[config.mk]
export PLATFORM = sky130hd
export DESIGN_NAME = warm_rst_ctrl
export DESIGN_NICKNAME = d
export VERILOG_FILES = /design/src/rtl/wrc_pkg.sv /design/src/rtl/wrc_rst_sync.sv /design/src/rtl/wrc_irq_regs.sv /design/src/rtl/wrc_sequencer.sv /design/src/rtl/wrc_status.sv /design/src/rtl/warm_rst_ctrl.sv
export SDC_FILE = /design/constraint.sdc
export NUM_CORES = 1
export LEC_CHECK = 0
export BUFFER_PORTS_ARGS = -buffer_cell sky130_fd_sc_hd__buf_2
export CAP_MARGIN = 20
export CORE_MARGIN = 10
export CORE_UTILIZATION = 35
export DETAILED_ROUTE_END_ITERATION = 10
export PLACE_DENSITY = 0.72
export SKIP_CTS_REPAIR_TIMING = 1
export SYNTH_ARGS = -nofsm -noshare
export SYNTH_HDL_FRONTEND = slang
export SYNTH_HIERARCHICAL = 1
export SYNTH_SLANG_ARGS = --single-unit
[constraint.sdc]
create_clock -name clk_i -period 1.42 [get_ports clk_i]
set_input_delay 0.071 -clock clk_i [delete_from_list [all_inputs] [get_ports clk_i]]
set_output_delay 0.071 -clock clk_i [all_outputs]
set_load 0.02 [all_outputs]
[src/rtl/wrc_pkg.sv]
package wrc_pkg;
  typedef enum logic [1:0] {
    ST_IDLE = 2'd0,
    ST_HOLD = 2'd1,
    ST_RST  = 2'd2
  } wrc_state_e;

  function automatic int unsigned cnt_width(input int unsigned n);
    return (n > 1) ? $clog2(n) : 1;
  endfunction
endpackage

[src/rtl/wrc_rst_sync.sv]
module wrc_rst_sync #(
  parameter int unsigned STAGES = 2
) (
  input  logic clk_i,
  input  logic arst_ni,
  output logic rst_no
);
  logic [STAGES-1:0] sync_q;
  logic [STAGES-1:0] sync_d;

  always_comb begin
    sync_d = {sync_q[STAGES-2:0], 1'b1};
  end

  always_ff @(posedge clk_i or negedge arst_ni) begin
    if (!arst_ni) sync_q <= '0;
    else          sync_q <= sync_d;
  end

  assign rst_no = sync_q[STAGES-1];
endmodule

[src/rtl/wrc_irq_regs.sv]
module wrc_irq_regs #(
  parameter int unsigned     NSRC      = 8,
  parameter logic [NSRC-1:0] DLY_MASK  = '0
) (
  input  logic            clk_i,
  input  logic            rst_ni,
  input  logic [NSRC-1:0] req_i,
  input  logic [NSRC-1:0] ien_set_i,
  input  logic [NSRC-1:0] ien_clr_i,
  input  logic [NSRC-1:0] flag_clr_i,
  input  logic            freeze_i,
  output logic [NSRC-1:0] ien_o,
  output logic [NSRC-1:0] den_o,
  output logic [NSRC-1:0] flags_o,
  output logic [NSRC-1:0] flags_nxt_o
);
  logic [NSRC-1:0] ien_q, ien_d;
  logic [NSRC-1:0] flags_q, flags_d;
  logic            ien_en;

  always_comb begin
    ien_en = |ien_set_i | |ien_clr_i;
    ien_d  = ((ien_q & ~ien_clr_i) | ien_set_i) & DLY_MASK;
  end

  always_comb begin
    den_o       = ien_q & DLY_MASK;
    flags_nxt_o = (flags_q & ~(flag_clr_i & ~req_i)) | (req_i & den_o);
    flags_d     = freeze_i ? '0 : flags_nxt_o;
  end

  always_ff @(posedge clk_i or negedge rst_ni) begin
    if (!rst_ni)     ien_q <= '0;
    else if (ien_en) ien_q <= ien_d;
  end

  always_ff @(posedge clk_i or negedge rst_ni) begin
    if (!rst_ni) flags_q <= '0;
    else         flags_q <= flags_d;
  end

  assign ien_o   = ien_q;
  assign flags_o = flags_q;

  // a flag whose request is still high survives unless the reset starts
  assert_flag_hold_R4: assert property (@(posedge clk_i) disable iff (!rst_ni)
    (!freeze_i && ((flags_q & req_i) != '0)) |=> (flags_q != '0));

  // only delayable positions can become enabled
  assert_ien_legal_R8: assert property (@(posedge clk_i) disable iff (!rst_ni)
    ien_en |=> ((ien_q & ~DLY_MASK) == '0));
endmodule

[src/rtl/wrc_sequencer.sv]
module wrc_sequencer
  import wrc_pkg::*;
#(
  parameter int unsigned     NSRC       = 8,
  parameter logic [NSRC-1:0] FATAL_MASK = '0,
  parameter int unsigned     HOLD_CYC   = 258,
  parameter int unsigned     PULSE_CYC  = 4
) (
  input  logic            clk_i,
  input  logic            rst_ni,
  input  logic [NSRC-1:0] req_i,
  input  logic [NSRC-1:0] den_i,
  input  logic [NSRC-1:0] flags_nxt_i,
  output logic            go_o,
  output logic [NSRC-1:0] rec_o,
  output logic            in_rst_o
);
  localparam int unsigned CW = cnt_width(HOLD_CYC);
  localparam int unsigned PW = cnt_width(PULSE_CYC);
  localparam logic [CW-1:0] CNT_LAST = CW'(HOLD_CYC - 1);
  localparam logic [PW-1:0] PUL_LAST = PW'(PULSE_CYC - 1);

  wrc_state_e      state_q, state_d;
  logic [CW-1:0]   cnt_q, cnt_d;
  logic [PW-1:0]   pcnt_q, pcnt_d;
  logic [NSRC-1:0] imm;
  logic            expire;
  logic            go;

  always_comb begin
    imm    = req_i & ~den_i;
    expire = (state_q == ST_HOLD) && (cnt_q == CNT_LAST) && (flags_nxt_i != '0);
    go     = (state_q != ST_RST) && ((imm != '0) || expire);
  end

  always_comb begin
    state_d = state_q;
    cnt_d   = cnt_q;
    pcnt_d  = pcnt_q;
    if (go) begin
      state_d = ST_RST;
      pcnt_d  = '0;
      cnt_d   = '0;
    end else begin
      case (state_q)
        ST_IDLE: begin
          if (flags_nxt_i != '0) begin
            state_d = ST_HOLD;
            cnt_d   = '0;
          end
        end
        ST_HOLD: begin
          if (flags_nxt_i != '0) begin
            cnt_d = cnt_q + 1'b1;
          end else begin
            state_d = ST_IDLE;
            cnt_d   = '0;
          end
        end
        ST_RST: begin
          if (pcnt_q == PUL_LAST) begin
            state_d = ST_IDLE;
            pcnt_d  = '0;
          end else begin
            pcnt_d = pcnt_q + 1'b1;
          end
        end
        default: state_d = ST_IDLE;
      endcase
    end
  end

  always_ff @(posedge clk_i or negedge rst_ni) begin
    if (!rst_ni) begin
      state_q <= ST_IDLE;
      cnt_q   <= '0;
      pcnt_q  <= '0;
    end else begin
      state_q <= state_d;
      cnt_q   <= cnt_d;
      pcnt_q  <= pcnt_d;
    end
  end

  assign go_o     = go;
  assign rec_o    = req_i | flags_nxt_i;
  assign in_rst_o = (state_q == ST_RST);

  // a fatal request outside the pulse starts the reset on the next edge
  assert_fatal_now_R2: assert property (@(posedge clk_i) disable iff (!rst_ni)
    ((state_q != ST_RST) && ((req_i & FATAL_MASK) != '0)) |=> (state_q == ST_RST));

  // the window counter stays inside the window
  assert_window_bound_R3: assert property (@(posedge clk_i) disable iff (!rst_ni)
    (state_q == ST_HOLD) |-> (cnt_q <= CNT_LAST));

  // pulse counter stays inside the pulse
  assert_pulse_bound_R5: assert property (@(posedge clk_i) disable iff (!rst_ni)
    (state_q == ST_RST) |-> (pcnt_q <= PUL_LAST));
endmodule

[src/rtl/wrc_status.sv]
module wrc_status #(
  parameter int unsigned     NSRC       = 8,
  parameter logic [NSRC-1:0] FATAL_MASK = '0
) (
  input  logic            clk_i,
  input  logic            rst_ni,
  input  logic            go_i,
  input  logic [NSRC-1:0] rec_i,
  input  logic [NSRC+1:0] sticky_clr_i,
  output logic [NSRC+1:0] last_o,
  output logic [NSRC+1:0] sticky_o
);
  localparam int unsigned W = NSRC + 2;

  logic [W-1:0] word;
  logic [W-1:0] last_q, last_d;
  logic [W-1:0] sticky_q, sticky_d;
  logic         sticky_en;

  always_comb begin
    word      = {|(rec_i & FATAL_MASK), |(rec_i & ~FATAL_MASK), rec_i};
    last_d    = word;
    sticky_en = go_i | (sticky_clr_i != '0);
    sticky_d  = (sticky_q & ~sticky_clr_i) | (go_i ? word : '0);
  end

  always_ff @(posedge clk_i or negedge rst_ni) begin
    if (!rst_ni)   last_q <= '0;
    else if (go_i) last_q <= last_d;
  end

  always_ff @(posedge clk_i or negedge rst_ni) begin
    if (!rst_ni)        sticky_q <= '0;
    else if (sticky_en) sticky_q <= sticky_d;
  end

  assign last_o   = last_q;
  assign sticky_o = sticky_q;

  // a sticky bit drops only when written with 1
  assert_sticky_keep_R7: assert property (@(posedge clk_i) disable iff (!rst_ni)
    1'b1 |=> ((sticky_q & $past(sticky_q & ~sticky_clr_i)) == $past(sticky_q & ~sticky_clr_i)));

  // the last-reset word changes only when a reset starts
  assert_last_hold_R9: assert property (@(posedge clk_i) disable iff (!rst_ni)
    !go_i |=> $stable(last_q));
endmodule

[src/rtl/warm_rst_ctrl.sv]
module warm_rst_ctrl #(
  parameter int unsigned     NSRC       = 8,
  parameter logic [NSRC-1:0] FATAL_MASK = 8'hC0,
  parameter logic [NSRC-1:0] DLY_MASK   = 8'h3F,
  parameter int unsigned     HOLD_CYC   = 258,
  parameter int unsigned     PULSE_CYC  = 4,
  parameter int unsigned     SYNC_STAGES = 2
) (
  input  logic            clk_i,
  input  logic            rst_ni,
  input  logic [NSRC-1:0] req_i,
  input  logic [NSRC-1:0] ien_set_i,
  input  logic [NSRC-1:0] ien_clr_i,
  input  logic [NSRC-1:0] flag_clr_i,
  input  logic [NSRC+1:0] sticky_clr_i,
  output logic            sys_rst_o,
  output logic            irq_o,
  output logic [NSRC-1:0] ien_o,
  output logic [NSRC-1:0] flags_o,
  output logic [NSRC+1:0] last_o,
  output logic [NSRC+1:0] sticky_o
);
  localparam logic [NSRC-1:0] DLY_EFF = DLY_MASK & ~FATAL_MASK;

  logic            rst_n_s;
  logic [NSRC-1:0] den;
  logic [NSRC-1:0] flags_nxt;
  logic [NSRC-1:0] rec;
  logic            go;
  logic            in_rst;
  logic            freeze;

  assign freeze = in_rst | go;

  wrc_rst_sync #(.STAGES(SYNC_STAGES)) u_sync (
    .clk_i   (clk_i),
    .arst_ni (rst_ni),
    .rst_no  (rst_n_s)
  );

  wrc_irq_regs #(.NSRC(NSRC), .DLY_MASK(DLY_EFF)) u_irq (
    .clk_i       (clk_i),
    .rst_ni      (rst_n_s),
    .req_i       (req_i),
    .ien_set_i   (ien_set_i),
    .ien_clr_i   (ien_clr_i),
    .flag_clr_i  (flag_clr_i),
    .freeze_i    (freeze),
    .ien_o       (ien_o),
    .den_o       (den),
    .flags_o     (flags_o),
    .flags_nxt_o (flags_nxt)
  );

  wrc_sequencer #(
    .NSRC(NSRC), .FATAL_MASK(FATAL_MASK), .HOLD_CYC(HOLD_CYC), .PULSE_CYC(PULSE_CYC)
  ) u_seq (
    .clk_i       (clk_i),
    .rst_ni      (rst_n_s),
    .req_i       (req_i),
    .den_i       (den),
    .flags_nxt_i (flags_nxt),
    .go_o        (go),
    .rec_o       (rec),
    .in_rst_o    (in_rst)
  );

  wrc_status #(.NSRC(NSRC), .FATAL_MASK(FATAL_MASK)) u_stat (
    .clk_i        (clk_i),
    .rst_ni       (rst_n_s),
    .go_i         (go),
    .rec_i        (rec),
    .sticky_clr_i (sticky_clr_i),
    .last_o       (last_o),
    .sticky_o     (sticky_o)
  );

  assign sys_rst_o = in_rst;
  assign irq_o     = |flags_o;

  // no pending interrupt while the warm reset pulse is driven
  assert_irq_quiet_R5: assert property (@(posedge clk_i) disable iff (!rst_n_s)
    sys_rst_o |-> !irq_o);

  // a rising reset pulse always comes with a recorded cause
  assert_cause_logged_R6: assert property (@(posedge clk_i) disable iff (!rst_n_s)
    $rose(sys_rst_o) |-> (last_o[NSRC+1:NSRC] != 2'b00));
endmodule

* Word-level counts from Yosys, hierarchy flattened *
Index checks and enable logic that the tools add are counted.

word-level totals
  output and inout bits = 38
  input port bits = 44
  register bits after elaboration = 49
  word-level logic and storage cells = 67

operators by class
  mux-type cells = 14
  $add $sub $neg = 2
  equal/unequal tests = 8
  reductions and logical operators = 17
  bitwise operators = 18

operators by type and width
  kind                                                    number
  2-to-1 mux 9 bit                                        3
  AND 8 bit                                               3
  OR reduction 8 bit                                      3
  case mux 9 bit (2 select lines)                         1
  inverter 8 bit                                          2
  OR 8 bit                                                2
  nonzero test 8 bit                                      2
  2-to-1 mux 2 bit                                        7
  AND 10 bit                                              1
  2-to-1 mux 10 bit                                       1
  inverter 10 bit                                         1
  OR 10 bit                                               1
  nonzero test 10 bit                                     1
  adder 9 x 1 -> 9 bit (second input constant)            1
  == test 9 bit (second input constant)                   1
  AND 8 x 6 -> 8 bit                                      1
  2-to-1 mux 8 bit                                        1
  inverter 6 -> 8 bit                                     1
  AND 6 bit                                               1
  inequality test 3 x 2 -> 1 bit (second input constant)  2
  inverter 6 bit                                          1
  OR 6 bit                                                1
  case mux 2 bit (3 select lines)                         1
  OR reduction 6 bit                                      1
  other kinds (14)                                        19

* Longest topological paths before layout *
Gate-level depths: netlist (run 1).

  depth after elaboration = 11
  mapped depth = 10
  gate-level depth less buffers = 9

* Hierarchy *
Netlist (run 1), hierarchy kept.

modules (own cells, without submodules)
  module         area an instance (um^2)  instances  seq. area each (um^2)  cells each
  wrc_sequencer  953.4                    1          325.3                  105
  wrc_status     758.2                    1          500.5                  73
  wrc_irq_regs   678.2                    1          350.3                  70
  wrc_rst_sync   53.8                     1          50.0                   3
  warm_rst_ctrl  22.5                     1          0.0                    4

* Least setup slack after synthesis (run 1) *
Ideal clock, no wire load.

  path type = register to register
  from = register u_irq.flags_q[5], in the netlist u_irq/flags_o[5]
  to = register u_irq.flags_q[6], in the netlist u_irq/flags_o[6]
  required time = 1.333 ns
  setup time = 0.087 ns
  buffers on the path = 1
  arrival = 2.328 ns
  slack = -0.994 ns
  period minus slack after synthesis = 2.414 ns
  cell stages (with the launch flop) = 10
  cell sequence = dfrtp_1 > o21ai_0 > nand2_1 > or4_1 > nor2_1 > o31a_1 > nor2_1 > or2_2 > buf_6 > a211oi_2

on the way
  cells in the longest elaborated chain, start to end = 8

ends and longest elaborated chain
  element                     RTL line             text
  start: declaration          wrc_irq_regs.sv:18   logic [NSRC-1:0] flags_q, flags_d;
  start signal: assignment    wrc_irq_regs.sv:39   else flags_q <= flags_d;
  AND 8 bit                   wrc_irq_regs.sv:28   flags_nxt_o = (flags_q & ~(flag_clr_i & ~req_i)) | (req_i & den_o);
  OR 8 bit                    wrc_irq_regs.sv:28
  named net flags_nxt[5]      warm_rst_ctrl.sv:27  logic [NSRC-1:0] flags_nxt;
  nonzero test 8 bit          wrc_sequencer.sv:32  expire = (state_q == ST_HOLD) && (cnt_q == CNT_LAST) && (flags_nxt_i != '0);
  logical AND 1 bit           wrc_sequencer.sv:32
  logical OR 1 bit            wrc_sequencer.sv:33  go = (state_q != ST_RST) && ((imm != '0) || expire);
  logical AND 1 bit           wrc_sequencer.sv:33
  named net go                warm_rst_ctrl.sv:29  logic go;
  OR 1 bit                    warm_rst_ctrl.sv:33  assign freeze = in_rst | go;
  named net freeze            warm_rst_ctrl.sv:31  logic freeze;
  2-to-1 mux 8 bit            wrc_irq_regs.sv:29   flags_d = freeze_i ? '0 : flags_nxt_o;
  named net u_irq.flags_d[6]  wrc_irq_regs.sv:18

The timed path passes the listed nets, and every way through them passes these cells.
A chain may end at the register's enable or synchronous reset.

* Final worst setup path (run 1) *
  from = register u_irq.flags_q[1], in the netlist u_irq/flags_o[1]
  to = register u_irq.flags_q[6], in the netlist u_irq/flags_o[6]

Same word-level chain as after synthesis.

==> results of run 1 <==
state kept, by name, summed over array words and instances (netlist names):
register / count
u_irq/flags_o: 8
u_irq/ien_o: 6
u_seq/cnt_q: 9
u_seq/pcnt_q: 2
u_seq/state_q: 2
u_stat/last_o: 10
u_stat/sticky_o: 10
u_sync/sync_q: 2
cells in the final DEF, fill, tap and decap left out, types with 4 or more instances in the layout:
cell / n
nand4_1: 4
o21ai_2: 11
conb_1: 5
o21ai_0: 8
nand3_1: 4
clkbuf_8: 6
a32oi_1: 4
dfrtp_2: 7
or2_2: 8
buf_4: 61
inv_1: 43
nand2b_1: 8
nand2_1: 11
a21oi_1: 5
nor3_1: 4
a21oi_2: 6
nand2_2: 8
o22ai_1: 7
dfrtp_1: 42
o21ai_1: 8
buf_2: 74
a21o_1: 6
dlygate4sd3_1: 17
or4_4: 4
routing by layer:
layer	wire (um)	vias to the layer above
met5	0	-
met4	152	0
met3	531	9
met2	3162	84
met1	3210	1066
li1	-	1145
worst max-delay path by stage:
stage                startpoint               end  slack (ns)  depth (start not counted)
2_1_floorplan  u_irq/flags_o[1]  u_irq/flags_o[6]       -0.73                          9
3_3_place_gp   u_irq/flags_o[0]    u_seq/cnt_q[6]       -0.74                          7
3_5_place_dp   u_irq/flags_o[0]    u_seq/cnt_q[6]       -0.82                          7
4_1_cts        u_irq/flags_o[0]    u_seq/cnt_q[6]       -0.83                          7
5_1_grt        u_irq/flags_o[1]  u_irq/flags_o[6]       -0.87                          8
6_report       u_irq/flags_o[1]  u_irq/flags_o[6]       -0.79                          8
power groups by stage:
stage               combinational (W)  sequential (W)  clock (W)
CTS                           0.00246         0.00198    0.00107
floorplan                     0.00115         0.00239          0
detailed placement            0.00244         0.00200          0
finish                        0.00262         0.00197    0.00104
global route                  0.00288         0.00203    0.00112
global placement              0.00240         0.00199          0
kinds of logic (layout without fill, tap and decap cells):
kind of cell | count (synthesis) | in the layout | share of synthesized area
flip-flops | 49 | 49 | 0.4972
buffers and inverters | 59 | 206 | 0.1111
other | 2 | 6 | 0.003045
adder cells (fa/ha/maj) | 3 | 3 | 0.01522
multiplexers | 2 | 2 | 0.008118
AO/OA/AOI/OAI | 67 | 67 | 0.1801
AND/OR/NAND/NOR | 70 | 70 | 0.1745
XOR/XNOR | 3 | 3 | 0.01066
final cells by class:
class / count / area (um2)
Antenna cell: 1 / 2.502
Clock buffer: 6 / 82.58
Clock inverter: 2 / 37.54
Fill cell: 603 / 3033
Inverter: 44 / 167.7
Multi-Input combinational cell: 150 / 1115
Sequential cell: 49 / 1235
Tap cell: 96 / 120.1
Timing Repair Buffer: 154 / 1039
worst min-delay path: cells and delay by family:
family	cells	cell delay, ns
compound gates	1	0.04
buf+inv	2	0.20
per-stage QoR:
stage	cells	TNS (ns)	total power, W
final	502	-27.58	0.005642
after global routing	502	-31.54	0.006031
after CTS	480	-28.82	0.005498
after detailed placement	472	-27.48	0.004448
after global placement	472	-26.26	0.004383
after floorplan	258	-27.14	0.003540
cells in the mapped netlist, types with 2 or more instances:
cell	count
dfrtp_1	49
inv_1	44
o21ai_0	23
nand2_1	19
a21oi_1	11
buf_4	10
nand2b_1	9
o22ai_1	9
or2_2	9
a21o_1	6
a32oi_1	4
nand3_1	4
nand4_1	4
nor3_1	4
and3_1	3
clkbuf_1	3
ha_1	3
nor2_1	3
o21ai_1	3
or4_4	3
xnor2_1	3
a211oi_2	2
a31o_1	2
and2_1	2
buf_6	2
conb_1	2
mux2i_1	2
nor4_1	2
nor4_4	2
o21ai_2	2
==> impl_metrics.json, run 1 <==
{
  "max_stage_delay_ns": 0.58,
  "die_x_um": 103.9,
  "worstSetupStartpointType": "flip-flop",
  "synth-seq-area-share": 0.4972,
  "violations": "negative setup slack",
  "grt_pass1_wl_mm": 11.29,
  "outcome": "finished with violations",
  "synth_edf_count": 0,
  "final_antenna_net_count": 0,
  "min_to": "u_irq/flags_o[7]",
  "ys_warn_count": 6,
  "io_pins": 82,
  "p_int_w": 0.003431,
  "endpoint_kind": "flip-flop",
  "grtUsageTotal": 0.1244,
  "hp-class": "in -> reg",
  "place_worst_setup_slack_ns": -0.8205,
  "synth_largest_area_cell": "dfrtp_1",
  "leakagePower_nw": 1.924,
  "grtUsageMet3": 0.04213,
  "cts_root_buffer": "clkbuf_8",
  "synth_area_mm2": 0.002466,
  "synth-seq-cells": 49,
  "crit_required_ns": 1.63,
  "cts_buffers": 5,
  "port_buffers": 75,
  "globalplace.congestion": 0.8877,
  "reg2reg_slack_ns": -0.79,
  "hold_viol": 0,
  "r2r-end": "u_irq/flags_o[6]",
  "whs_ns": 0.03625,
  "antenna_found_initial": 1,
  "avgSynthCellArea_um2": 9.671,
  "arrival_ns": 2.43,
  "vdd_drop_max_uv": 1371,
  "wl_mm": 7.056,
  "first_global_vias": 2341,
  "die_h_um": 103.9,
  "clockBufferDepth": 2,
  "drt_first_iter_violations": 151,
  "avgViaCountPerCell": 4.590,
  "min_path_cells": 3,
  "core-area_mm2": 0.006832,
  "hold_path.startpoint": "flag_clr_i[7]",
  "grt_overflow": 0,
  "num_vias": 2304,
  "start_util": 0.3610,
  "grt_max_degree": 48,
  "ys_async_sr_fraction": 1.000,
  "dp_hpwl_mm": 5.348,
  "path_cells": "o21ai_2 -> nand2_1 -> or4_4 -> nor2_4 -> o31a_1 -> nor2_2 -> or2_4 -> a211oi_2",
  "tritoncts": "yes",
  "clk_latency_ns": 0.30,
  "clk_pin_slew_ns": 0.09,
  "swShare": 0.3919,
  "synth_ff_type": "dfrtp_1",
  "fin_util": 0.5560,
  "grt_use_met1": 0.1545,
  "fin_crit_ns": 2.213,
  "die-area_mm2": 0.01080,
  "power.density_mw_per_mm2": 1485,
  "crit_family": "simple AND/OR/NAND/NOR gates",
  "firstDrtPassIters": 4,
  "crit_slowest_cell": "or4_4",
  "num_rows": 30,
  "path_buf_inv": 0,
  "min_period_over_period": 1.559,
  "htreeDepth": 2,
  "syn-instance-count": 255,
  "clock_skew_ns": 0.008285,
  "combPwrFrac": 0.465,
  "seq_power_share": 0.350,
  "crit_type": "reg -> reg",
  "setup_viol": 42,
  "postPlaceCellArea_mm2": 0.003388,
  "clock.fmax_ghz": 0.4518,
  "synth.area.top_cells": "dfrtp_1, inv_1, o21ai_0, buf_4, nand2_1",
  "path_max_fanout": 8,
  "reg2reg_depth": 8,
  "route.detailed.wl_per_inst_um": 14.06,
  "final_cell_area_mm2": 0.003799,
  "fin_nets": 451,
  "top_usage_layer": "met2",
  "max_cap_violations": 0,
  "drt_drc_violations_left": 0,
  "drv_slew": 0,
  "drive_gt1_frac": 0.5062,
  "cts_sinks": 49,
  "r2r-start": "u_irq/flags_o[1]",
  "worst_slack_ns": -0.7934,
  "syn_to_final_growth_pct": 54.03,
  "switchingPower_w": 0.002211,
  "clkPwrFrac": 0.185,
  "synth_cell_type_count": 41,
  "synth.top_cell.area_share": 0.4972,
  "grt_use_met2": 0.1919,
  "rsz0062_at_grt": "true"
}
No activity file was read; power rests on OpenSTA's default activity.
==> inputs of run 2 (changes only) <==
--- a/config.mk
+++ b/config.mk
@@ -7,6 +7,7 @@
 export LEC_CHECK = 0
 export BUFFER_PORTS_ARGS = -buffer_cell sky130_fd_sc_hd__buf_2
 export CAP_MARGIN = 20
+export CORE_ASPECT_RATIO = 1.75
 export CORE_MARGIN = 10
 export CORE_UTILIZATION = 35
 export DETAILED_ROUTE_END_ITERATION = 10
==> run 2 against run 1 <==
Compared with the run above: the flow still finishes with violations (negative setup slack); clock-buffer cell count down 1; largest power group unchanged; global-route usage up 0.28 points; critical path type unchanged; wire length up 8.0%; maximum frequency down 0.57%; critical endpoint is now u_seq/cnt_q[7]; clock skew down 0.00068 ns; non-clock buffer count unchanged.
==> impl_metrics.json, run 2 (synthesis results as in run 1) <==
{
  "dp_hpwl_mm": 5.615,
  "core-area_mm2": 0.006857,
  "violations": "negative setup slack",
  "hold_viol": 0,
  "antenna_cells": 0,
  "first_global_vias": 2497,
  "power.density_mw_per_mm2": 1534,
  "reg2reg_depth": 7,
  "die-area_mm2": 0.01094,
  "hold_path.startpoint": "ien_set_i[0]",
  "finalSetupTns_ns": -27.05,
  "grt_pass1_wl_mm": 11.46,
  "outcome": "finished with violations",
  "htreeDepth": 2,
  "grt_overflow": 0,
  "setup_viol": 42,
  "grtUsageTotal": 0.1272,
  "r2r-end": "u_seq/cnt_q[7]",
  "drt_drc_violations_left": 0,
  "endpoint_kind": "flip-flop",
  "min_period_over_period": 1.568,
  "finalPower_w": 0.005945,
  "cts_sinks": 49,
  "max_cap_violations": 0,
  "globalplace.congestion": 0.8431,
  "syn_to_final_growth_pct": 57.13,
  "grt_max_degree": 48,
  "hp-class": "in -> reg",
  "clockBufferDepth": 2,
  "port_buffers": 75,
  "firstDrtPassIters": 4,
  "final_cell_mix": "buf_2, buf_4, inv_1",
  "drt_first_iter_violations": 126,
  "worstSetupStartpointType": "flip-flop",
  "layout_commonest_cell": "buf_2",
  "start_util": 0.3597,
  "drv_slew": 0,
  "tritoncts": "yes",
  "antenna_found_initial": 0,
  "crit_path_start": "u_irq/flags_o[0]",
  "fin_nets": 451,
  "num_vias": 2387,
  "min_path_cells": 2,
  "vdd_drop_max_uv": 798.3,
  "route.detailed.wl_per_inst_um": 15.58,
  "die_x_um": 83.46,
  "fin_crit_ns": 2.226,
  "final_cell_area_mm2": 0.003875,
  "clk_latency_ns": 0.29,
  "cts_buffers": 5,
  "clock_skew_ns": 0.007602,
  "arrival_ns": 2.44,
  "crit_type": "reg -> reg",
  "clock.fmax_ghz": 0.4492,
  "path_max_fanout": 7,
  "cts_root_buffer": "clkbuf_16",
  "num_rows": 40,
  "rsz0062_at_grt": "true",
  "postPlaceCellArea_mm2": 0.003373,
  "fin_util": 0.5651,
  "leakagePower_nw": 1.937,
  "min_to": "u_irq/ien_o[0]",
  "clk_pin_slew_ns": 0.07,
  "io_pins": 82,
  "worst_slack_ns": -0.8060,
  "final_antenna_net_count": 0,
  "drive_gt1_frac": 0.5259,
  "die_h_um": 131.0,
  "r2r-start": "u_irq/flags_o[0]",
  "avgViaCountPerCell": 4.881,
  "crit_required_ns": 1.63,
  "reg2reg_slack_ns": -0.81,
  "wl_mm": 7.620
}
==> run 2: cell count changes in the layout (fill, tap and decap cells not counted), sizes merged <==
cell | before | now
bufinv | 1 | 0
diode | 1 | 0
clkinv | 0 | 1
clkbuf | 6 | 5
inv | 44 | 45
==> run 2: how the worst max path moves through the flow <==
| stage | slack (ns) | end |
|---|---|---|
| final | -0.81 | u_seq/cnt_q[7] |
| after global routing | -0.86 | u_seq/cnt_q[7] |
| after CTS | -0.88 | u_seq/cnt_q[6] |
| after detailed placement | -0.83 | u_seq/cnt_q[6] |
| after global placement | -0.76 | u_seq/cnt_q[6] |
| after floorplan | -0.73 | u_irq/flags_o[6] |
==> run 2: cell type report <==
cell class,instances,area [um2]
clock inverters,3,25.02
inverters,44,167.7
multi-input cells,150,1171
well taps,84,105.1
fillers,587,2982
flip-flops and latches,49,1235
clock buffers,5,125.1
repair buffers,154,1046
==> run 2: routing by layer <==
layer  vias to the layer above  share of wire  track usage
met5                         -              0            0
met4                         0          0.025      0.05539
met3                        14          0.052      0.02850
met2                        90           0.54       0.2395
met1                      1137           0.38       0.1319
li1                       1146              -            -
==> run 2: metrics by stage <==
stage / setup WS, ns / std cells / hold slack, ns
CTS: -0.8820 / 468 / -0.4521
floorplan: -0.7294 / 258 / -0.2246
detailed placement: -0.8264 / 460 / -0.1396
global route: -0.8594 / 489 / 0.02263
global placement: -0.7564 / 460 / -0.1436
finish: -0.8060 / 489 / 0.02601
==> run 2: power breakdown <==
part           switching, W  internal [W]  leakage (nW)
logic               0.00162       0.00114          1.25
registers          0.000208       0.00177         0.612
clock network      0.000551      0.000663        0.0704
==> run 2: critical path, cell delays in order (launching register included) <==
cell and delay, ns:
dfrtp_2 0.44, o21ai_2 0.15, nand2_1 0.09, or4_4 0.58, or3_4 0.41, o21ai_4 0.14
a32oi_2 0.17, o22ai_1 0.16
